--- src/rtl/keyreg_pkg.sv ---
package keyreg_pkg;
  localparam int ADDR_W     = 4;
  localparam int TGT_W      = 4;
  localparam int LOCK_BASE  = 8;
  localparam int KICK0_ADDR = 12;
  localparam int KICK1_ADDR = 13;
  localparam int STAT_ADDR  = 14;

  function automatic logic [ADDR_W-1:0] aw(input int a);
    return ADDR_W'(a);
  endfunction
endpackage

--- src/rtl/keyreg_lock.sv ---
// Single-key lock with a self-closing window.
module keyreg_lock #(
  parameter int DATA_W = 32,
  parameter logic [DATA_W-1:0] KEY = '1,
  parameter int WINDOW = 4
) (
  input  logic              clk,
  input  logic              rst_n,
  input  logic              wr_hit,
  input  logic [DATA_W-1:0] wdata,
  output logic              open
);
  localparam int CNT_W = $clog2(WINDOW + 1);

  logic [CNT_W-1:0] left_q;

  always_ff @(posedge clk) begin
    if (!rst_n) begin
      left_q <= '0;
    end else if (wr_hit) begin
      left_q <= (wdata == KEY) ? CNT_W'(WINDOW) : '0;
    end else if (left_q != '0) begin
      left_q <= left_q - 1'b1;
    end
  end

  assign open = (left_q != '0);
endmodule

--- src/rtl/keyreg_kick.sv ---
// Dual-key global enable pair; no time limit.
module keyreg_kick #(
  parameter int DATA_W = 32,
  parameter logic [DATA_W-1:0] KEY0 = '1,
  parameter logic [DATA_W-1:0] KEY1 = '1
) (
  input  logic              clk,
  input  logic              rst_n,
  input  logic              wr0,
  input  logic              wr1,
  input  logic [DATA_W-1:0] wdata,
  output logic              held0,
  output logic              held1,
  output logic              open
);
  always_ff @(posedge clk) begin
    if (!rst_n) begin
      held0 <= 1'b0;
      held1 <= 1'b0;
    end else begin
      if (wr0) held0 <= (wdata == KEY0);
      if (wr1) held1 <= (wdata == KEY1);
    end
  end

  assign open = held0 & held1;
endmodule

--- src/rtl/keyreg_gate.sv ---
// Decides, per configuration word, whether a write may land now.
module keyreg_gate #(
  parameter int NUM_CFG  = 6,
  parameter int NUM_LOCK = 2,
  parameter int TGT_W    = 4,
  parameter logic [NUM_LOCK*TGT_W-1:0] LOCK_TGT = '0,
  parameter bit KICK_EN = 1'b1
) (
  input  logic [NUM_LOCK-1:0] lock_open,
  input  logic                kick_open,
  output logic [NUM_CFG-1:0]  allow
);
  logic [NUM_CFG-1:0] owned;
  logic [NUM_CFG-1:0] lk_ok;

  always_comb begin
    owned = '0;
    lk_ok = '0;
    for (int r = 0; r < NUM_CFG; r++) begin
      for (int i = 0; i < NUM_LOCK; i++) begin
        if (int'(LOCK_TGT[i*TGT_W +: TGT_W]) == r) begin
          owned[r] = 1'b1;
          lk_ok[r] = lk_ok[r] | lock_open[i];
        end
      end
    end
    for (int r = 0; r < NUM_CFG; r++) begin
      if (owned[r])     allow[r] = lk_ok[r];
      else if (KICK_EN) allow[r] = kick_open;
      else              allow[r] = 1'b1;
    end
  end
endmodule

--- src/rtl/keyreg_bank.sv ---
module keyreg_bank
  import keyreg_pkg::*;
#(
  parameter int DATA_W   = 32,
  parameter int NUM_CFG  = 6,
  parameter int NUM_LOCK = 2,
  parameter int WINDOW   = 4,
  parameter logic [NUM_LOCK*TGT_W-1:0]  LOCK_TGT  = 8'h31,
  parameter logic [NUM_LOCK*DATA_W-1:0] LOCK_KEYS = 64'h6B28_D4F2_5A17_C3E1,
  parameter bit KICK_EN = 1'b1,
  parameter logic [DATA_W-1:0] KICK_KEY0 = 32'h1357_9BDF,
  parameter logic [DATA_W-1:0] KICK_KEY1 = 32'h2468_ACE0
) (
  input  logic                      clk,
  input  logic                      rst_n,
  input  logic                      bus_we,
  input  logic [ADDR_W-1:0]         bus_addr,
  input  logic [DATA_W-1:0]         bus_wdata,
  output logic [DATA_W-1:0]         bus_rdata,
  output logic [NUM_CFG*DATA_W-1:0] cfg_out,
  output logic                      violation
);
  logic [NUM_CFG-1:0][DATA_W-1:0] cfg_q;
  logic [NUM_LOCK-1:0]            lock_open;
  logic [NUM_CFG-1:0]             allow;
  logic kick_open, kick_held0, kick_held1;
  logic viol_q;

  for (genvar i = 0; i < NUM_LOCK; i++) begin : g_lock
    keyreg_lock #(
      .DATA_W(DATA_W),
      .KEY   (LOCK_KEYS[i*DATA_W +: DATA_W]),
      .WINDOW(WINDOW)
    ) u_lock (
      .clk   (clk),
      .rst_n (rst_n),
      .wr_hit(bus_we && (bus_addr == aw(LOCK_BASE + i))),
      .wdata (bus_wdata),
      .open  (lock_open[i])
    );
  end

  if (KICK_EN) begin : g_kick
    keyreg_kick #(
      .DATA_W(DATA_W),
      .KEY0  (KICK_KEY0),
      .KEY1  (KICK_KEY1)
    ) u_kick (
      .clk  (clk),
      .rst_n(rst_n),
      .wr0  (bus_we && (bus_addr == aw(KICK0_ADDR))),
      .wr1  (bus_we && (bus_addr == aw(KICK1_ADDR))),
      .wdata(bus_wdata),
      .held0(kick_held0),
      .held1(kick_held1),
      .open (kick_open)
    );
  end else begin : g_nokick
    assign kick_held0 = 1'b0;
    assign kick_held1 = 1'b0;
    assign kick_open  = 1'b0;
  end

  keyreg_gate #(
    .NUM_CFG (NUM_CFG),
    .NUM_LOCK(NUM_LOCK),
    .TGT_W   (TGT_W),
    .LOCK_TGT(LOCK_TGT),
    .KICK_EN (KICK_EN)
  ) u_gate (
    .lock_open(lock_open),
    .kick_open(kick_open),
    .allow    (allow)
  );

  always_ff @(posedge clk) begin
    if (!rst_n) begin
      cfg_q  <= '0;
      viol_q <= 1'b0;
    end else if (bus_we) begin
      for (int r = 0; r < NUM_CFG; r++) begin
        if (bus_addr == aw(r)) begin
          if (allow[r]) cfg_q[r] <= bus_wdata;
          else          viol_q   <= 1'b1;
        end
      end
    end
  end

  always_comb begin
    bus_rdata = '0;
    for (int r = 0; r < NUM_CFG; r++) begin
      if (bus_addr == aw(r)) bus_rdata = cfg_q[r];
    end
    for (int i = 0; i < NUM_LOCK; i++) begin
      if (bus_addr == aw(LOCK_BASE + i)) bus_rdata = DATA_W'(lock_open[i]);
    end
    if (bus_addr == aw(KICK0_ADDR)) bus_rdata = DATA_W'(kick_held0);
    if (bus_addr == aw(KICK1_ADDR)) bus_rdata = DATA_W'(kick_held1);
    if (bus_addr == aw(STAT_ADDR))  bus_rdata = DATA_W'(viol_q);
  end

  assign cfg_out   = cfg_q;
  assign violation = viol_q;
endmodule

--- config.mk ---
export PLATFORM = sky130hd
export DESIGN_NAME = keyreg_bank
export DESIGN_NICKNAME = d
export VERILOG_FILES = /design/src/rtl/keyreg_pkg.sv /design/src/rtl/keyreg_lock.sv /design/src/rtl/keyreg_kick.sv /design/src/rtl/keyreg_gate.sv /design/src/rtl/keyreg_bank.sv
export SDC_FILE = /design/constraint.sdc
export NUM_CORES = 1
export LEC_CHECK = 0
export BUFFER_PORTS_ARGS = -buffer_cell sky130_fd_sc_hd__buf_2
export CORE_MARGIN = 5
export CORE_UTILIZATION = 57
export DETAILED_ROUTE_END_ITERATION = 7
export HOLD_SLACK_MARGIN = 0.06
export PLACE_DENSITY_LB_ADDON = 0.15
export SLEW_MARGIN = 15
export SYNTH_ARGS = -nofsm -noshare
export SYNTH_HDL_FRONTEND = slang
export SYNTH_SLANG_ARGS = --single-unit
--- constraint.sdc ---
create_clock -name clk -period 4.55 [get_ports clk]
set_clock_uncertainty 0.1 [all_clocks]
set_input_delay 0.2275 -clock clk [delete_from_list [all_inputs] [get_ports clk]]
set_output_delay 0.2275 -clock clk [all_outputs]
set_load 0.1 [all_outputs]
# [Yosys cells after proc, flatten, opt, wreduce, memory -nomap -nowiden]
# Cells that the tools add are included.
[totals] inputBits=39 out_inout_bits=225 wordCells=74 reg_bits=201
[classes] muxes=31 reduce_logical=15 n_eq_ne=14 bitwise_logic=1 addsub=2
[ops] operator="2-to-1 mux 32 bit" n=11
[ops] operator="== test 32 x 31 -> 1 bit, second input constant" n=2
[ops] operator="== test 32 x 29 -> 1 bit, second input constant" n=1
[ops] operator="== test 32 x 30 -> 1 bit, second input constant" n=1
[ops] operator="== test 4 bit, second input constant" n=5
[ops] operator="2-to-1 mux 3 bit" n=6
[ops] operator="AND reduction 3 bit" n=6
[ops] operator="2-to-1 mux 1 bit" n=14
[ops] operator="== test 4 x 2 -> 1 bit, second input constant" n=2
[ops] operator="== test 4 x 3 -> 1 bit, second input constant" n=2
[ops] operator="nonzero test 3 bit" n=2
[ops] operator="subtractor 3 x 1 -> 3 bit, second input constant" n=2
[ops] operator="== test 4 x 1 -> 1 bit, second input constant" n=1
[ops] operator="logical AND 1 bit" n=4
[ops] operator="logical NOT 4 bit" n=1
[ops] operator="nonzero test 2 bit" n=2
[ops] operator="bitwise AND 1 bit" n=1

# [Logic depth before layout (Yosys ltp)]
[depth] ltp_word=15 depth_mapped=9 ltp_nobuf=6

# [Modules after synthesis]
# A second synthesis with hierarchy kept.
[hier_totals] hier_cells=1155 area_unflattened_um2=9435.3
[modules_own_cells] mod="keyreg_bank" seq_area_each_um2=3863.7 area_each_um2=8615.8 instances=1 cells_each=1066
[modules_own_cells] mod="keyreg_lock at g_lock[1].u_lock" seq_area_each_um2=60.1 area_each_um2=274.0 instances=1 cells_each=28
[modules_own_cells] mod="keyreg_lock at g_lock[0].u_lock" seq_area_each_um2=60.1 area_each_um2=260.2 instances=1 cells_each=28
[modules_own_cells] mod="keyreg_kick" seq_area_each_um2=40.0 area_each_um2=240.2 instances=1 cells_each=27
[modules_own_cells] mod="keyreg_gate" seq_area_each_um2=0.0 area_each_um2=45.0 instances=1 cells_each=6

# [Least setup slack after synthesis]
# OpenSTA, ideal clock, no wires.
[synth_path] path_kind="register -> output" startpoint="register cfg_q, in the netlist cfg_out[52]" endpoint="output port bus_rdata[20]" arrival_time_ns=3.667 path_buffers=0 t_required_ns=4.223 path_stages_with_launch=5 path_slack_ns=0.555 path_cell_list="dfxtp_1 mux2i_1 o2bb2ai_1 a221oi_1 a211oi_1"
[synth_between] elab_chain_len=10
[synth_rtl] element="start, declared" line="keyreg_bank.sv:23" text="logic [NUM_CFG-1:0][DATA_W-1:0] cfg_q;"
[synth_rtl] element="start signal, assigned by index" line="keyreg_bank.sv:83" text="if (allow[r]) cfg_q[r] <= bus_wdata;"
[synth_rtl] element="2-to-1 mux 32 bit (5 in a row)" line="keyreg_bank.sv:93" text="if (bus_addr == aw(r)) bus_rdata = cfg_q[r];"
[synth_rtl] element="2-to-1 mux 32 bit (2 in a row)" line="keyreg_bank.sv:96" text="if (bus_addr == aw(LOCK_BASE + i)) bus_rdata = DATA_W'(lock_open[i]);"
[synth_rtl] element="2-to-1 mux 32 bit" line="keyreg_bank.sv:98" text="if (bus_addr == aw(KICK0_ADDR)) bus_rdata = DATA_W'(kick_held0);"
[synth_rtl] element="2-to-1 mux 32 bit" line="keyreg_bank.sv:99" text="if (bus_addr == aw(KICK1_ADDR)) bus_rdata = DATA_W'(kick_held1);"
[synth_rtl] element="2-to-1 mux 32 bit" line="keyreg_bank.sv:100" text="if (bus_addr == aw(STAT_ADDR)) bus_rdata = DATA_W'(viol_q);"
[synth_rtl] element="end, declared" line="keyreg_bank.sv:19" text="output logic [DATA_W-1:0] bus_rdata,"
# Every way passes these cells.

# [Worst setup path after layout]
[layout_path] startpoint="input port bus_addr[0]" endpoint="output port bus_rdata[11]"
[layout_between] elab_chain_len=12 word_cells_on_any_way=22 cone_classes="eq/ne: 10; mux: 11; reduce/logical: 1"
[layout_rtl] element="start, declared" line="keyreg_bank.sv:17" text="input logic [ADDR_W-1:0] bus_addr,"
[layout_rtl] element="logical NOT 4 bit" line="keyreg_bank.sv:93"
[layout_rtl] element="2-to-1 mux 32 bit (6 in a row)" line="keyreg_bank.sv:93"
[layout_rtl] element="2-to-1 mux 32 bit (2 in a row)" line="keyreg_bank.sv:96"
[layout_rtl] element="2-to-1 mux 32 bit" line="keyreg_bank.sv:98"
[layout_rtl] element="2-to-1 mux 32 bit" line="keyreg_bank.sv:99"
[layout_rtl] element="2-to-1 mux 32 bit *" line="keyreg_bank.sv:100"
# Mark *: on every way between the ends. The rest lies on a longest branch, timed or not.

==> results_dict.tcl <==
set metrics [dict create \
    outcome "finished clean" \
    clk_latency_ps 490 \
    start_util_pct 58.3 \
    yosys_register_bits 201 \
    drt-initial-drc-count 853 \
    max-cap-violations 0 \
    critical_path.max_fanout 50 \
    dr.pass1.iters 6 \
    layout_common_cells "nand2_1, buf_2, dfxtp_1" \
    finalCritPeriodShare_pct 69.5 \
    fp.dieW_um 140 \
    max_freq_mhz 316 \
    diodes 0 \
    postSynthCellCount 1213 \
    dp_slack_ps 1460 \
    ios 264 \
    die_y_um 140 \
    num_vias 9847 \
    cts_buffer_depth 3 \
    die-area_um2 19700 \
    n_fill_cell 1376 \
    cp_slowest_cell "nor4b_4" \
    rsz0062_at_grt "false" \
    syn_area_um2 9700 \
    tns_ps 0 \
    rows 47 \
    place.gp.congestion 0.956 \
    postCtsResizedCells 0 \
    setup_viol 0 \
    grt_overflow 0 \
    worstHoldStart "bus_addr[3]" \
    startpoint "bus_addr[0]" \
    ant_nets 0 \
    leakage_nw 4.90 \
    critPathKind "in -> out" \
    setup_ws_ps 1390 \
    critPathBufInv 3 \
    path_clk_slew_ps 60 \
    avgViaCountPerCell 5.92 \
    cts_buffers 21 \
    required_ps 4220 \
    hold_path.class "in -> reg" \
    core_area_um2 16600 \
    layout-area-overhead-vs-synth_pct 22.2 \
    ff_latch_area_um2 4020 \
    peakVddDrop_mv 0.308 \
    maxSlewViolCount 0 \
    final_common_cell "nand2_1" \
    fin_crit_ps 3160 \
    synth_edf_count 0 \
    yosysWarnings 0 \
    cts_tree "yes" \
    crit_family "buffers and inverters" \
    wl_per_cell_um 20.7 \
    synthArstFlopShare_pct 0 \
    path_cells "buf_4, nor4b_4, buf_4, a221o_1, a21oi_1, o21ai_1, buf_2" \
    grt_max_degree 74 \
    final_hold_viol_count 0 \
    grt_pass1_vias 9359 \
    tightest_slew_ps 1080 \
    crit_top_cell "buf_4" \
    slowest_delay_ps 1030 \
    drive_gt1_share_pct 24.4 \
    multi_input_area_um2 5020 \
    crit_arrival_ps 2840 \
    detailed_place_hpwl_um 22400 \
    yosysUniqueCellTypes 56 \
    synth_ff_type "dfxtp_1" \
    cts_setup_buffers 0 \
    track_usage_pct 33.3 \
    grt_pass1_wl_um 52800 \
    root_buffer "clkbuf_16" \
    clock_sinks 201 \
    final_nets 1474 \
    seq_area_frac_synth_pct 41.5 \
    antenna_found_initial 0 \
    avgSynthCellArea_um2 8.00 \
    drc 0 \
    slew_headroom_pct 27.7 \
    worstSetupEndpointType "output port" \
    wl_um 34500 \
    syn_nets 1256 \
    h-tree-depth 1 \
    r2r_start "g_lock[1].u_lock.left_q[0]" \
    cp-start-kind "input port" \
    power_density_nw_per_um2 347 \
    portBuffers 263 \
]
## worst register-to-register path, delay by kind of cell, from the launching register on
family                     cells  cell delay [ps]
and+or+nand+nor                3             1010
AOI/OAI and AO/OA              1              170
buffers and inverters          2              460
DFF                            1              340
adders and majority gates      1              210
## routing by layer
layer / part of all wire [%] / up-vias / track usage (%)
met3: 11 / 88 / 6.71
li1: - / 4518 / -
met5: 0 / - / 0
met4: 3.8 / 0 / 13.1
met1: 39 / 4666 / 43.2
met2: 46 / 575 / 54.6
## timing repair
item / CTS / global route
endpoints found under the setup margin: 0 / 0
hold buffers: 33 / 0
hold endpoints to repair: 194 / 0
## final cells by class
cell class,count,area share [%]
clock inverters,10,0.918
well taps,220,2.32
flip-flops and latches,201,33.9
inverters,18,0.570
clock buffers,26,4.84
multi-input cells,875,42.3
repair buffers,314,15.1
## through the flow
step | utilization (%) | instance area [um2] | std cells | hold slack, ps | power [W]
2_1_floorplan | - | 9700 | 1213 | 260 | 0.00228
3_3_place_gp | 65.2 | 10800 | 1595 | 345 | 0.00239
3_5_place_dp | 65.2 | 10800 | 1595 | 358 | 0.00240
4_1_cts | 71.2 | 11900 | 1664 | 155 | 0.00411
5_1_grt | 71.2 | 11900 | 1664 | 190 | 0.00425
6_report | 71.2 | 11900 | 1664 | 162 | 0.00412
## cells in the mapped netlist (13+ instances only)
| cell type | instances | area [um2] |
|---|---|---|
| a21oi_1 | 23 | 115 |
| a21boi_0 | 109 | 818 |
| o21ai_1 | 14 | 70.1 |
| nor2_1 | 13 | 48.8 |
| dfxtp_1 | 201 | 4020 |
| mux2i_1 | 15 | 150 |
| o21ai_0 | 50 | 250 |
| buf_4 | 17 | 128 |
| clkbuf_1 | 54 | 203 |
| a21boi_1 | 83 | 623 |
| buf_2 | 38 | 190 |
| inv_1 | 18 | 67.6 |
| mux2_2 | 20 | 225 |
| a221o_1 | 15 | 150 |
| nand2_1 | 423 | 1590 |
## path summary, 6_finish.rpt
check	end	slack (ps)	depth (start not counted)
max	bus_rdata[11]	1390	7
min	g_kick.u_kick.held1	160	4
max reg2reg	cfg_out[106]	2190	7
min reg2reg	cfg_out[90]	370	2
## cell families after synthesis
| family | share of synthesized area, % |
|---|---|
| simple gates | 22.0 |
| compound gates | 23.5 |
| flops | 41.5 |
| buf+inv | 6.84 |
| mux | 5.49 |
| fa+ha+maj | 0.516 |
| xor+xnor | 0.181 |
## power by group
group	total, W	switching, W	internal, W
registers	0.00182	0.0000220	0.00179
clock network	0.00172	0.000711	0.00101
logic	0.000580	0.000403	0.000177
total	0.00412	0.00114	0.00298
## registers in the layout (all words and copies together) (netlist names)
name,count
g_kick.u_kick.held1,1
g_lock.u_lock.left_q,6
violation,1
cfg_out,192
g_kick.u_kick.held0,1
Power figures use the tool's default switching activity.
